`src/rtl/rxfr_pkg.sv`:
```
package rxfr_pkg;

    localparam int GRP_W = 5;
    localparam int NIB_W = 4;
    localparam int N_DEC = 2;

    localparam logic [GRP_W-1:0] CG_J    = 5'b11000;
    localparam logic [GRP_W-1:0] CG_K    = 5'b10001;
    localparam logic [GRP_W-1:0] CG_T    = 5'b01101;
    localparam logic [GRP_W-1:0] CG_R    = 5'b00111;
    localparam logic [GRP_W-1:0] CG_IDLE = 5'b11111;

    localparam logic [NIB_W-1:0] NIB_PRE  = 4'b0101;
    localparam logic [NIB_W-1:0] NIB_BAD  = 4'b1110;
    localparam logic [NIB_W-1:0] NIB_ZERO = '0;

    typedef enum logic [2:0] {
        ST_IDLE,
        ST_SSD_K,
        ST_DATA,
        ST_EOS,
        ST_FALSE
    } fr_state_t;

    typedef struct packed {
        logic             is_data;
        logic             is_j;
        logic             is_k;
        logic             is_t;
        logic             is_r;
        logic             is_idle;
        logic [NIB_W-1:0] nib;
    } grp_info_t;

endpackage

```
`src/rtl/rxfr_decode.sv`:
```
module rxfr_decode
    import rxfr_pkg::*;
(
    input  logic [GRP_W-1:0] grp,
    output grp_info_t        info
);

    always_comb begin
        info         = '0;
        info.is_j    = (grp == CG_J);
        info.is_k    = (grp == CG_K);
        info.is_t    = (grp == CG_T);
        info.is_r    = (grp == CG_R);
        info.is_idle = (grp == CG_IDLE);
        info.is_data = 1'b1;
        case (grp)
            5'b11110: info.nib = 4'h0;
            5'b01001: info.nib = 4'h1;
            5'b10100: info.nib = 4'h2;
            5'b10101: info.nib = 4'h3;
            5'b01010: info.nib = 4'h4;
            5'b01011: info.nib = 4'h5;
            5'b01110: info.nib = 4'h6;
            5'b01111: info.nib = 4'h7;
            5'b10010: info.nib = 4'h8;
            5'b10011: info.nib = 4'h9;
            5'b10110: info.nib = 4'hA;
            5'b10111: info.nib = 4'hB;
            5'b11010: info.nib = 4'hC;
            5'b11011: info.nib = 4'hD;
            5'b11100: info.nib = 4'hE;
            5'b11101: info.nib = 4'hF;
            default: begin
                info.nib     = NIB_ZERO;
                info.is_data = 1'b0;
            end
        endcase
    end

endmodule

```
`src/rtl/rxfr_pend.sv`:
```
module rxfr_pend
    import rxfr_pkg::*;
(
    input  logic             clk,
    input  logic             rst,
    input  logic             vld,
    input  logic [GRP_W-1:0] grp_in,
    output logic [GRP_W-1:0] grp_q
);

    always_ff @(posedge clk) begin
        if (rst) begin
            grp_q <= CG_IDLE;
        end else if (vld) begin
            grp_q <= grp_in;
        end
    end

endmodule

```
`src/rtl/rxfr_fsm.sv`:
```
module rxfr_fsm
    import rxfr_pkg::*;
(
    input  logic             clk,
    input  logic             rst,
    input  logic             vld,
    input  grp_info_t        cur,
    input  grp_info_t        ahead,
    output logic [NIB_W-1:0] nib_q,
    output logic             dv_q,
    output logic             er_q,
    output logic             crs_q
);

    fr_state_t        st, st_n;
    logic [NIB_W-1:0] nib_n;
    logic             dv_n, er_n, crs_n;

    always_comb begin
        st_n  = st;
        nib_n = NIB_ZERO;
        dv_n  = 1'b0;
        er_n  = 1'b0;
        crs_n = 1'b0;
        unique case (st)
            ST_IDLE: begin
                if (cur.is_j) begin
                    if (ahead.is_k) begin
                        nib_n = NIB_PRE;
                        dv_n  = 1'b1;
                        crs_n = 1'b1;
                        st_n  = ST_SSD_K;
                    end else begin
                        er_n  = 1'b1;
                        st_n  = ST_FALSE;
                    end
                end
            end
            ST_SSD_K: begin
                nib_n = NIB_PRE;
                dv_n  = 1'b1;
                crs_n = 1'b1;
                st_n  = ST_DATA;
            end
            ST_DATA: begin
                if (cur.is_t && ahead.is_r) begin
                    st_n = ST_EOS;
                end else if (cur.is_idle) begin
                    er_n = 1'b1;
                    st_n = ST_IDLE;
                end else if (cur.is_data) begin
                    nib_n = cur.nib;
                    dv_n  = 1'b1;
                    crs_n = 1'b1;
                end else begin
                    nib_n = NIB_BAD;
                    dv_n  = 1'b1;
                    er_n  = 1'b1;
                    crs_n = 1'b1;
                end
            end
            ST_EOS: begin
                st_n = ST_IDLE;
            end
            ST_FALSE: begin
                if (cur.is_idle) begin
                    st_n = ST_IDLE;
                end
            end
            default: begin
                st_n = ST_IDLE;
            end
        endcase
    end

    always_ff @(posedge clk) begin
        if (rst) begin
            st <= ST_IDLE;
        end else if (vld) begin
            st <= st_n;
        end
    end

    always_ff @(posedge clk) begin
        if (rst) begin
            nib_q <= NIB_ZERO;
            dv_q  <= 1'b0;
            er_q  <= 1'b0;
            crs_q <= 1'b0;
        end else if (vld) begin
            nib_q <= nib_n;
            dv_q  <= dv_n;
            er_q  <= er_n;
            crs_q <= crs_n;
        end
    end

endmodule

```
`src/rtl/rxfr_top.sv`:
```
module rxfr_top
    import rxfr_pkg::*;
(
    input  logic             clk,
    input  logic             rst,
    input  logic             code_vld,
    input  logic [GRP_W-1:0] code_in,
    output logic [NIB_W-1:0] rx_nib,
    output logic             rx_dv,
    output logic             rx_er,
    output logic             rx_crs
);

    logic [GRP_W-1:0] pend_q;
    logic [GRP_W-1:0] dec_in  [N_DEC];
    grp_info_t        dec_out [N_DEC];

    rxfr_pend u_pend (
        .clk    (clk),
        .rst    (rst),
        .vld    (code_vld),
        .grp_in (code_in),
        .grp_q  (pend_q)
    );

    // slot 0 decodes the pending group, slot 1 the lookahead group
    for (genvar g = 0; g < N_DEC; g++) begin : g_dec
        if (g == 0) begin : g_cur
            assign dec_in[g] = pend_q;
        end else begin : g_ahead
            assign dec_in[g] = code_in;
        end
        rxfr_decode u_dec (
            .grp  (dec_in[g]),
            .info (dec_out[g])
        );
    end

    rxfr_fsm u_fsm (
        .clk   (clk),
        .rst   (rst),
        .vld   (code_vld),
        .cur   (dec_out[0]),
        .ahead (dec_out[1]),
        .nib_q (rx_nib),
        .dv_q  (rx_dv),
        .er_q  (rx_er),
        .crs_q (rx_crs)
    );

endmodule

```
`config.mk`:
```
export PLATFORM = sky130hd
export DESIGN_NAME = rxfr_top
export DESIGN_NICKNAME = d
export VERILOG_FILES = /design/src/rtl/rxfr_pkg.sv /design/src/rtl/rxfr_decode.sv /design/src/rtl/rxfr_pend.sv /design/src/rtl/rxfr_fsm.sv /design/src/rtl/rxfr_top.sv
export SDC_FILE = /design/constraint.sdc
export NUM_CORES = 1
export LEC_CHECK = 0
export ABC_CLOCK_PERIOD_IN_PS = 4000
export BUFFER_PORTS_ARGS = -buffer_cell sky130_fd_sc_hd__buf_2
export CAP_MARGIN = 20
export CORE_MARGIN = 2
export CORE_UTILIZATION = 50
export CTS_BUF_LIST = sky130_fd_sc_hd__clkbuf_4
export CTS_CLUSTER_DIAMETER = 150
export DETAILED_ROUTE_END_ITERATION = 6
export GPL_TIMING_DRIVEN = 0
export PLACE_DENSITY = 0.74
export SLEW_MARGIN = 20
export SYNTH_ARGS = -nofsm -noshare
export SYNTH_HDL_FRONTEND = slang
export SYNTH_SLANG_ARGS = --single-unit
```
`constraint.sdc`:
```
create_clock -name clk -period 4 [get_ports clk]
set_input_delay 0 -clock clk [delete_from_list [all_inputs] [get_ports clk]]
set_output_delay 0 -clock clk [all_outputs]
set_load 0.01 [all_outputs]
```
==> impl_metrics.toml, run 1 <==
[critical_path]
critical_path.slowest_cell = "sky130_fd_sc_hd__dlygate4sd3_1"
cp_cell_sequence = "dlygate4sd3_1, buf_2, nand2b_1, nor4b_2, nor4b_1, o21bai_1, a311oi_1"
crit_path_start_kind = "primary input"
crit_family = "simple AND/OR/NAND/NOR gates"
r2r-start = "u_pend.grp_q[3]"
r2r_slack_ns = 2.18
critPathMaxStageDelay_ns = 0.53
timing.setup.critical_path_class = "primary input to flop"
worstPathMaxFanout = 4
worst-endpoint-arrival_ns = 2.18
crit_end_category = "flop"
reg2reg_to = "u_fsm.nib_q[0]"
worstRegToRegCells = 6
cp_buf_inv_count = 2
worst_ep_required_time_ns = 4.20

[clock_network]
clk-insertion-delay-late_ns = 0.29
ctsRootBufferMaster = "sky130_fd_sc_hd__clkbuf_4"
cts_hold_buffers = 7
tritoncts.num_buffers = 3
post_cts_resize_count = 0
worst_setup_hold_path_clk_slew_ns = 0.09
htree_levels = 1
clock_tree_from_tritoncts = "built"
cts.sink_count = 14
postCtsSetupRepairBufs = 0
clock_tree.buffer_depth = 2

[yosys]
netlist.top_cell.by_area = "sky130_fd_sc_hd__dfxtp_1"
post-synth-top-count-cell = "sky130_fd_sc_hd__nand2_1"
ys_ff_latch = 14
synth_sequential_area_ratio = 0.339
netlist.area_leader.share = 0.339
synth.avg_cell_area_um2 = 7.88
synth_warnings = 0
netlist_area_um2 = 827
postSynthCellCount = 105
synth_ff_type = "sky130_fd_sc_hd__dfxtp_1"
commonest_cells_post_synth = "sky130_fd_sc_hd__nand2_1 (15), sky130_fd_sc_hd__dfxtp_1 (14), sky130_fd_sc_hd__nor2_1 (9)"
post_synth_num_cell_types = 40
synth-async-reset-ratio = 0
top_cells_by_area_synth = "sky130_fd_sc_hd__dfxtp_1 (34%), sky130_fd_sc_hd__nand2_1 (6.8%), sky130_fd_sc_hd__nor2_1 (4.1%)"
synth_enable_flop_cells = 0
syn-num-nets = 113

[hold_path]
holdCritStartpoint = "code_vld"
worstHoldPathCells = 2
min_to = "u_pend.grp_q[0]"
min-delay-path-class = "primary input to flop"

[global_route]
largest_net_degree_at_the_start_of_global_routing = 11
first_global_vias = 761
grt_pass1_wl_mm = 3.32
grt.total_usage = 0.229
globalRoute.totalOverflow = 0
number_of_antenna_violations_at_the_first_check_in_global_routing = 0

[outcome]
failed_checks = "negative hold slack"
outcome = "finished, violations left"

[final_layout]
design_area_um2 = 1010
ant_diodes = 0
fillers = 142
flow.area_growth_from_synthesis_pct = 21.9
drive_gt1_frac = 0.178
post-route-util = 0.662
final_nets = 138

[floorplanning]
floorplan.die_area_um2 = 2000
die_height_um = 44.7
die_w_um = 44.7
initial_core_utilization = 0.543
fp.coreArea_um2 = 1520
io_pins = 15
rows = 14

[timing]
hold_violations = 1
tightest_slew_margin_relative_to_the_limit = 0.657
final-setup-viol-count = 0
setup_repair_after_global_routing_missed_its_margin = "no"
final.min_clock_period_ns = 1.98
setup_total_negative_slack_ns = 0
finalClockSkew_ns = 0.0151
setup_ws_ns = 2.02
max_slew.worst_pin.slew_ns = 0.507
final-max-slew-violation-count = 0
hold_slack_ns = -0.00273
post-route-period-util = 0.496
fmax_mhz = 504

[place]
dp_hpwl_mm = 1.41
gp_congestion = 0.874
i_o_buffers = 13
placed_area_um2 = 912
place_ws_ns = 2.24

[route]
post_drt_via_cell_ratio = 6.14
vias = 891
drt-total-wl_mm = 2.03
drtAntennaViolNets = 0
drtIter0Drc = 51
drc = 0
drtPass1Iterations = 4
routed_wire_length_per_instance_um = 14.0

[pwr]
power_per_cell_area_nw_per_um2 = 280
cellLeakagePower_nw = 0.419
ir_worst_vdd_mv = 0.168

[job]
max_cap_viol_count = 0
state kept, by name (all words and copies together), names as in the netlist:
signal,count
u_fsm.crs_q,1
u_fsm.er_q,1
u_fsm.st,3
u_pend.grp_q,5
u_fsm.nib_q,4
layer usage:
layer  wire (um)  GRT usage  vias up  part of all wire
li1            -          -      433                 -
met4          61     0.0545        0             0.030
met5           0          0        -                 0
met2         920      0.388       43              0.45
met1         889      0.286      403              0.44
met3         154     0.0612       12             0.076
metrics by stage:
step | power [mW] | std cells | hold WS (ns)
2_1_floorplan | 0.183 | 105 | 0.128
5_1_grt | 0.294 | 145 | 0.00881
3_5_place_dp | 0.196 | 134 | 0.232
3_3_place_gp | 0.195 | 134 | 0.231
4_1_cts | 0.282 | 145 | 0.00201
6_report | 0.282 | 145 | -0.00273
logic make-up (layout without fill, tap and decap cells):
group / Yosys count / count (layout) / synth area share
flops: 14 / 14 / 0.339
compound gates: 25 / 25 / 0.212
mux: 3 / 3 / 0.0363
xor+xnor: 2 / 2 / 0.0212
simple gates: 48 / 48 / 0.318
buf+inv: 13 / 37 / 0.0741
placed cells by master (no fill, tap or decap), drive strengths merged, types with 4 or more instances in the layout:
cell and instances:
nor3 4, nor2 9, nand2 15, dlygate4sd3 7, inv 4, dfxtp 14
buf 18, clkbuf 7, o21ai 4
worst max-delay path by stage:
| stage | from | end | slack [ns] | depth (start not counted) |
|---|---|---|---|---|
| 4_1_cts | code_in[3] | u_fsm.nib_q[2] | 2.05 | 7 |
| 6_report | code_in[3] | u_fsm.nib_q[2] | 2.02 | 7 |
| 3_3_place_gp | u_fsm.st[0] | u_fsm.nib_q[2] | 2.29 | 4 |
| 2_1_floorplan | u_fsm.st[0] | u_fsm.nib_q[2] | 2.37 | 4 |
| 5_1_grt | code_in[3] | u_fsm.nib_q[2] | 1.83 | 7 |
| 3_5_place_dp | u_fsm.st[0] | u_fsm.nib_q[2] | 2.24 | 4 |
area by class of cell:
type                    instances  area [um^2]  share of cell area
repair buffers                 20          135               0.134
flip-flops and latches         14          280               0.278
inverters                       4         15.0              0.0149
clock inverters                 1         3.75             0.00372
well taps                      16         20.0              0.0199
clock buffers                   3         22.5              0.0223
multi-input cells              78          485               0.481
plain buffers                   9         46.3              0.0459
where the power goes:
part           internal [mW]  switching [mW]  total [mW]
Clock                 0.0362          0.0458      0.0820
Combinational         0.0238          0.0308      0.0546
Sequential             0.143         0.00312       0.146
Total                  0.203          0.0797       0.282
Power figures use the tool's default switching activity.
==> inputs of run 2 (changes only) <==
--- a/config.mk
+++ b/config.mk
@@ -5,7 +5,7 @@
 export SDC_FILE = /design/constraint.sdc
 export NUM_CORES = 1
 export LEC_CHECK = 0
-export ABC_CLOCK_PERIOD_IN_PS = 4000
+export ABC_CLOCK_PERIOD_IN_PS = 1700
 export BUFFER_PORTS_ARGS = -buffer_cell sky130_fd_sc_hd__buf_2
 export CAP_MARGIN = 20
 export CORE_MARGIN = 2
@@ -14,7 +14,7 @@
 export CTS_CLUSTER_DIAMETER = 150
 export DETAILED_ROUTE_END_ITERATION = 6
 export GPL_TIMING_DRIVEN = 0
-export PLACE_DENSITY = 0.74
+export PLACE_DENSITY = 0.77
 export SLEW_MARGIN = 20
 export SYNTH_ARGS = -nofsm -noshare
 export SYNTH_HDL_FRONTEND = slang
==> constraint.sdc (replaced) <==
create_clock -name clk -period 1.7 [get_ports clk]
set_input_delay 0 -clock clk [delete_from_list [all_inputs] [get_ports clk]]
set_output_delay 0 -clock clk [all_outputs]
set_load 0.01 [all_outputs]
==> impl_metrics.toml, run 2 (synthesis gave the netlist of run 1 again) <==
[final_layout]
leading_cell_type_in_the_layout_fill_and_taps_excluded = "sky130_fd_sc_hd__nand2_1"
fillers = 129
regArea_um2 = 283
final_nets = 135
layout_common_cells = "sky130_fd_sc_hd__nand2_1 (15), sky130_fd_sc_hd__buf_2 (13), sky130_fd_sc_hd__dfxtp_1 (12)"
flow.area_growth_from_synthesis_pct = 23.1
drive_gt1_frac = 0.248
reg.largest.list = "u_pend.grp_q (5), u_fsm.nib_q (4), u_fsm.st (3)"
largest_reg_flops = 5
area_taken_by_multi_input_logic_gates_um2 = 509
ant_diodes = 0
design_area_um2 = 1020
max_flop_register = "u_pend.grp_q"

[floorplanning]
floorplan.die_area_um2 = 2000
io_pins = 15
die_w_um = 44.7
die_height_um = 44.7
initial_core_utilization = 0.543
fp.coreArea_um2 = 1520
rows = 14

[critical_path]
crit_path_start_kind = "primary input"
worstPathMaxFanout = 4
critical_path.slowest_cell = "sky130_fd_sc_hd__dlygate4sd3_1"
cp_cell_sequence = "dlygate4sd3_1, buf_2, nor4b_2, nor4b_2, o21bai_1, a311oi_1"
startpoint = "code_in[4]"
worst_ep_required_time_ns = 1.90
r2r-start = "u_fsm.st[2]"
critPathMaxStageDelay_ns = 0.53
worst-endpoint-arrival_ns = 1.85
cpMostUsedCell = "sky130_fd_sc_hd__nor4b_2"
timing.setup.critical_path_class = "primary input to flop"
crit_end_category = "flop"
cp_buf_inv_count = 2
crit_family = "simple AND/OR/NAND/NOR gates"

[pwr]
switching_power_mw = 0.180
power_per_cell_area_nw_per_um2 = 642
fin_total_pwr_mw = 0.654
p_int_mw = 0.473
switching_share = 0.276
power.sequential.fraction = 0.529
clockPowerShare = 0.280
cellLeakagePower_nw = 0.424
ir_worst_vdd_mv = 0.563
power.share.combinational = 0.191

[place]
placed_area_um2 = 912
dp_hpwl_mm = 1.35
i_o_buffers = 13
gp_congestion = 0.904

[route]
drtAntennaViolNets = 0
drt-total-wl_mm = 2.02
drc = 0
vias = 858
drtPass1Iterations = 4
routed_wire_length_per_instance_um = 14.3
drtIter0Drc = 37
post_drt_via_cell_ratio = 6.09

[global_route]
globalRouteMet2Util = 0.319
first_global_vias = 761
globalRoute.totalOverflow = 0
grtUsageMet3 = 0.0816
grt_pass1_wl_mm = 3.35
use_met1 = 0.314
largest_net_degree_at_the_start_of_global_routing = 11
number_of_antenna_violations_at_the_first_check_in_global_routing = 0
top_usage_layer_grt = "met2"
grt.total_usage = 0.233

[timing]
post-route-period-util = 0.970
hold_violations = 0
final-max-slew-violation-count = 0
setup_total_negative_slack_ns = 0
final-setup-viol-count = 0
tightest_slew_margin_relative_to_the_limit = 0.651
fmax_mhz = 606
final.min_clock_period_ns = 1.65
max_slew.worst_pin.slew_ns = 0.522
finalClockSkew_ns = 0.00854
setup_repair_after_global_routing_missed_its_margin = "yes"

[hold_path]
holdCritStartpoint = "rst"
min-delay-path-class = "primary input to flop"

[clock_network]
clk-insertion-delay-late_ns = 0.28
tritoncts.num_buffers = 3
worst_setup_hold_path_clk_slew_ns = 0.08
clock_tree.buffer_depth = 2
cts.sink_count = 14
htree_levels = 1
ctsRootBufferMaster = "sky130_fd_sc_hd__clkbuf_4"
clock_tree_from_tritoncts = "built"

[outcome]
outcome = "finished, final reports clean"

[job]
max_cap_viol_count = 0
==> run 2: cell count changes in the layout (fill, tap and decap cells not counted), sizes merged <==
| cell | change |
|---|---|
| buf | -3 |
| clkinv | -1 |
| dlygate4sd3 | -1 |
| clkbuf | +1 |
==> run 2: power by group through the flow <==
stage	Sequential, mW	Combinational (mW)	Clock, mW
6_report	0.346	0.125	0.183
4_1_cts	0.342	0.122	0.188
5_1_grt	0.347	0.138	0.213
2_1_floorplan	0.347	0.0838	0
3_3_place_gp	0.350	0.109	0
3_5_place_dp	0.349	0.111	0
==> run 2: tightest hold or removal path: stages <==
cell and delay [ns]:
sky130_fd_sc_hd__buf_2 0.09, sky130_fd_sc_hd__inv_1 0.10, sky130_fd_sc_hd__nand2_1 0.07
==> run 2: worst paths after layout <==
path / to / slack, ns / cells past startpoint
max reg2reg: u_fsm.nib_q[2] / 0.08 / 3
min: u_pend.grp_q[4] / 0.02 / 3
min reg2reg: u_fsm.st[1] / 0.50 / 2
max: u_fsm.nib_q[2] / 0.05 / 6
==> run 2: repair_timing <==
item                       CTS  global route
setup endpoints to repair    1             8
hold endpoints to repair     5             0
hold buffers                 6             0
setup buffers                0             0
pin swaps                    0             2
resized for setup            0             9
cloned                       0             0
==> run 2: cell type report <==
cell class | instances | share of cell area
flip-flops and latches | 14 | 0.278
inverters | 4 | 0.0147
clock buffers | 3 | 0.0221
plain buffers | 7 | 0.0430
repair buffers | 19 | 0.123
multi-input cells | 78 | 0.500
well taps | 16 | 0.0197
==> run 2: metrics by stage <==
step           cells  utilization  setup WS [ns]  hold slack, ns
2_1_floorplan    105            -         0.0717           0.128
3_3_place_gp     134        0.599       -0.00810           0.236
3_5_place_dp     134        0.599        -0.0270           0.241
4_1_cts          142        0.650        0.00834          0.0141
5_1_grt          141        0.668        0.00216         0.00531
6_report         141        0.668         0.0510          0.0154
==> run 2: layer usage <==
metal	up-vias	part of all wire
met2	28	0.46
met3	4	0.050
li1	428	-
met4	0	0.022
met1	398	0.47
met5	-	0
==> inputs of run 3 (changes only) <==
--- a/config.mk
+++ b/config.mk
@@ -14,6 +14,7 @@
 export CTS_CLUSTER_DIAMETER = 150
 export DETAILED_ROUTE_END_ITERATION = 6
 export GPL_TIMING_DRIVEN = 0
+export HOLD_SLACK_MARGIN = 0.08
 export PLACE_DENSITY = 0.77
 export SLEW_MARGIN = 20
 export SYNTH_ARGS = -nofsm -noshare
==> impl_metrics.toml, run 3 (synthesis gave the netlist of run 1 again) <==
[route]
drtAntennaViolNets = 0
drc = 0
drt-total-wl_mm = 2.27
post_drt_via_cell_ratio = 6.14
drtPass1Iterations = 4
vias = 902
routed_wire_length_per_instance_um = 15.5
drtIter0Drc = 45

[timing]
hold_violations = 0
final.min_clock_period_ns = 1.62
tightest_slew_margin_relative_to_the_limit = 0.724
setup_ws_ns = 0.0821
max_slew.worst_pin.slew_ns = 0.412
setup_repair_after_global_routing_missed_its_margin = "no"
fmax_mhz = 618
finalClockSkew_ns = 0.0116
final-max-slew-violation-count = 0
post-route-period-util = 0.952
final-setup-viol-count = 0
hold_slack_ns = 0.111

[place]
i_o_buffers = 13
dp_hpwl_mm = 1.35
dp_cells = 134
placed_area_um2 = 912
place_ws_ns = -0.0270
gp_congestion = 0.904

[floorplanning]
initial_core_utilization = 0.543
io_pins = 15
rows = 14
fp.coreArea_um2 = 1520
floorplan.die_area_um2 = 2000
die_w_um = 44.7
die_height_um = 44.7

[global_route]
globalRoute.totalOverflow = 0
number_of_antenna_violations_at_the_first_check_in_global_routing = 0
use_met1 = 0.337
grt.total_usage = 0.258
grtUsageMet3 = 0.0898
grt_pass1_wl_mm = 3.66
first_global_vias = 800
globalRouteMet2Util = 0.368
top_usage_layer_grt = "met2"
largest_net_degree_at_the_start_of_global_routing = 11

[clock_network]
postCtsSetupRepairBufs = 0
ctsRootBufferMaster = "sky130_fd_sc_hd__clkbuf_4"
cts.sink_count = 14
clock_tree_from_tritoncts = "built"
worst_setup_hold_path_clk_slew_ns = 0.09
htree_levels = 1
tritoncts.num_buffers = 3
clk-insertion-delay-late_ns = 0.29
clock_tree.buffer_depth = 2

[final_layout]
drive_gt1_frac = 0.244
layout_common_cells = "sky130_fd_sc_hd__nand2_1 (15), sky130_fd_sc_hd__buf_2 (13), sky130_fd_sc_hd__dlygate4sd3_1 (12)"
reg.largest.list = "u_pend.grp_q (5), u_fsm.nib_q (4), u_fsm.st (3)"
stdcell_count = 147
ant_diodes = 0
largest_reg_flops = 5
final_nets = 141
flow.area_growth_from_synthesis_pct = 32.7
leading_cell_type_in_the_layout_fill_and_taps_excluded = "sky130_fd_sc_hd__nand2_1"
max_flop_register = "u_pend.grp_q"
design_area_um2 = 1100

[hold_path]
min-delay-path-class = "primary input to flop"

[critical_path]
worst_ep_required_time_ns = 1.90
worst-endpoint-arrival_ns = 1.82
crit_path_start_kind = "flop"
worstPathMaxFanout = 9
timing.setup.critical_path_class = "flop to flop"
crit_end_category = "flop"

[outcome]
outcome = "finished, final reports clean"

[pwr]
power_per_cell_area_nw_per_um2 = 617
ir_worst_vdd_mv = 0.554
cellLeakagePower_nw = 0.457

[job]
max_cap_viol_count = 0
==> run 3: changes by cell type in the layout (fill, tap and decap cells not counted) <==
cell and change:
sky130_fd_sc_hd__dfxtp_1 -1, sky130_fd_sc_hd__dfxtp_2 +1, sky130_fd_sc_hd__nor4b_2 -1, sky130_fd_sc_hd__nor4b_4 +1, sky130_fd_sc_hd__dlygate4sd3_1 +6, sky130_fd_sc_hd__nor4_2 -1
sky130_fd_sc_hd__nor4_4 +1
==> run 3: through the flow <==
step	TNS, ns	power [mW]	utilization
2_1_floorplan	0	0.431	-
3_3_place_gp	-0.00810	0.458	0.599
3_5_place_dp	-0.0339	0.460	0.599
4_1_cts	0	0.664	0.690
5_1_grt	0	0.716	0.720
6_report	0	0.677	0.720
==> run 3: final cells by class <==
cell class / count / area (um^2)
Multi-Input combinational cell: 78 / 527
Timing Repair Buffer: 25 / 185
Tap cell: 16 / 20.0
Buffer: 7 / 43.8
Inverter: 4 / 15.0
Clock buffer: 3 / 22.5
Sequential cell: 14 / 284
Fill cell: 120 / 427
==> run 3: worst paths after layout <==
kind	from	endpoint	slack (ns)	cells after the start
worst max register to register	u_fsm.st[0]	u_fsm.nib_q[2]	0.08	3
worst min-delay path	code_vld	u_fsm.st[2]	0.11	4
worst max-delay path	u_fsm.st[0]	u_fsm.nib_q[2]	0.08	3
worst min register to register	u_fsm.nib_q[1]	u_fsm.nib_q[1]	0.50	2
==> run 3: metal layers <==
layer | vias up | wire [um]
met3 | 4 | 144
met2 | 33 | 1080
li1 | 441 | -
met5 | - | 0
met4 | 0 | 30
met1 | 424 | 1020
==> run 3: power by group <==
group	switching, mW	leakage (nW)	internal, mW	total (mW)
sequential	0.0103	0.116	0.335	0.346
clock	0.105	0.0138	0.0824	0.187
combinational	0.0766	0.328	0.0678	0.144
total	0.192	0.457	0.485	0.677
==> run 3: timing repair <==
action / in CTS / in global routing
pin swaps: 0 / 2
setup endpoints to repair: 1 / 9
hold endpoints to repair: 6 / 0
hold buffers: 12 / 0
resized for setup: 0 / 12
==> run 3: worst max-delay path: stages, from the launching register on <==
cell and delay, ns:
sky130_fd_sc_hd__dfxtp_2 0.38, sky130_fd_sc_hd__or4b_4 0.51, sky130_fd_sc_hd__or3_1 0.38, sky130_fd_sc_hd__a311oi_1 0.26
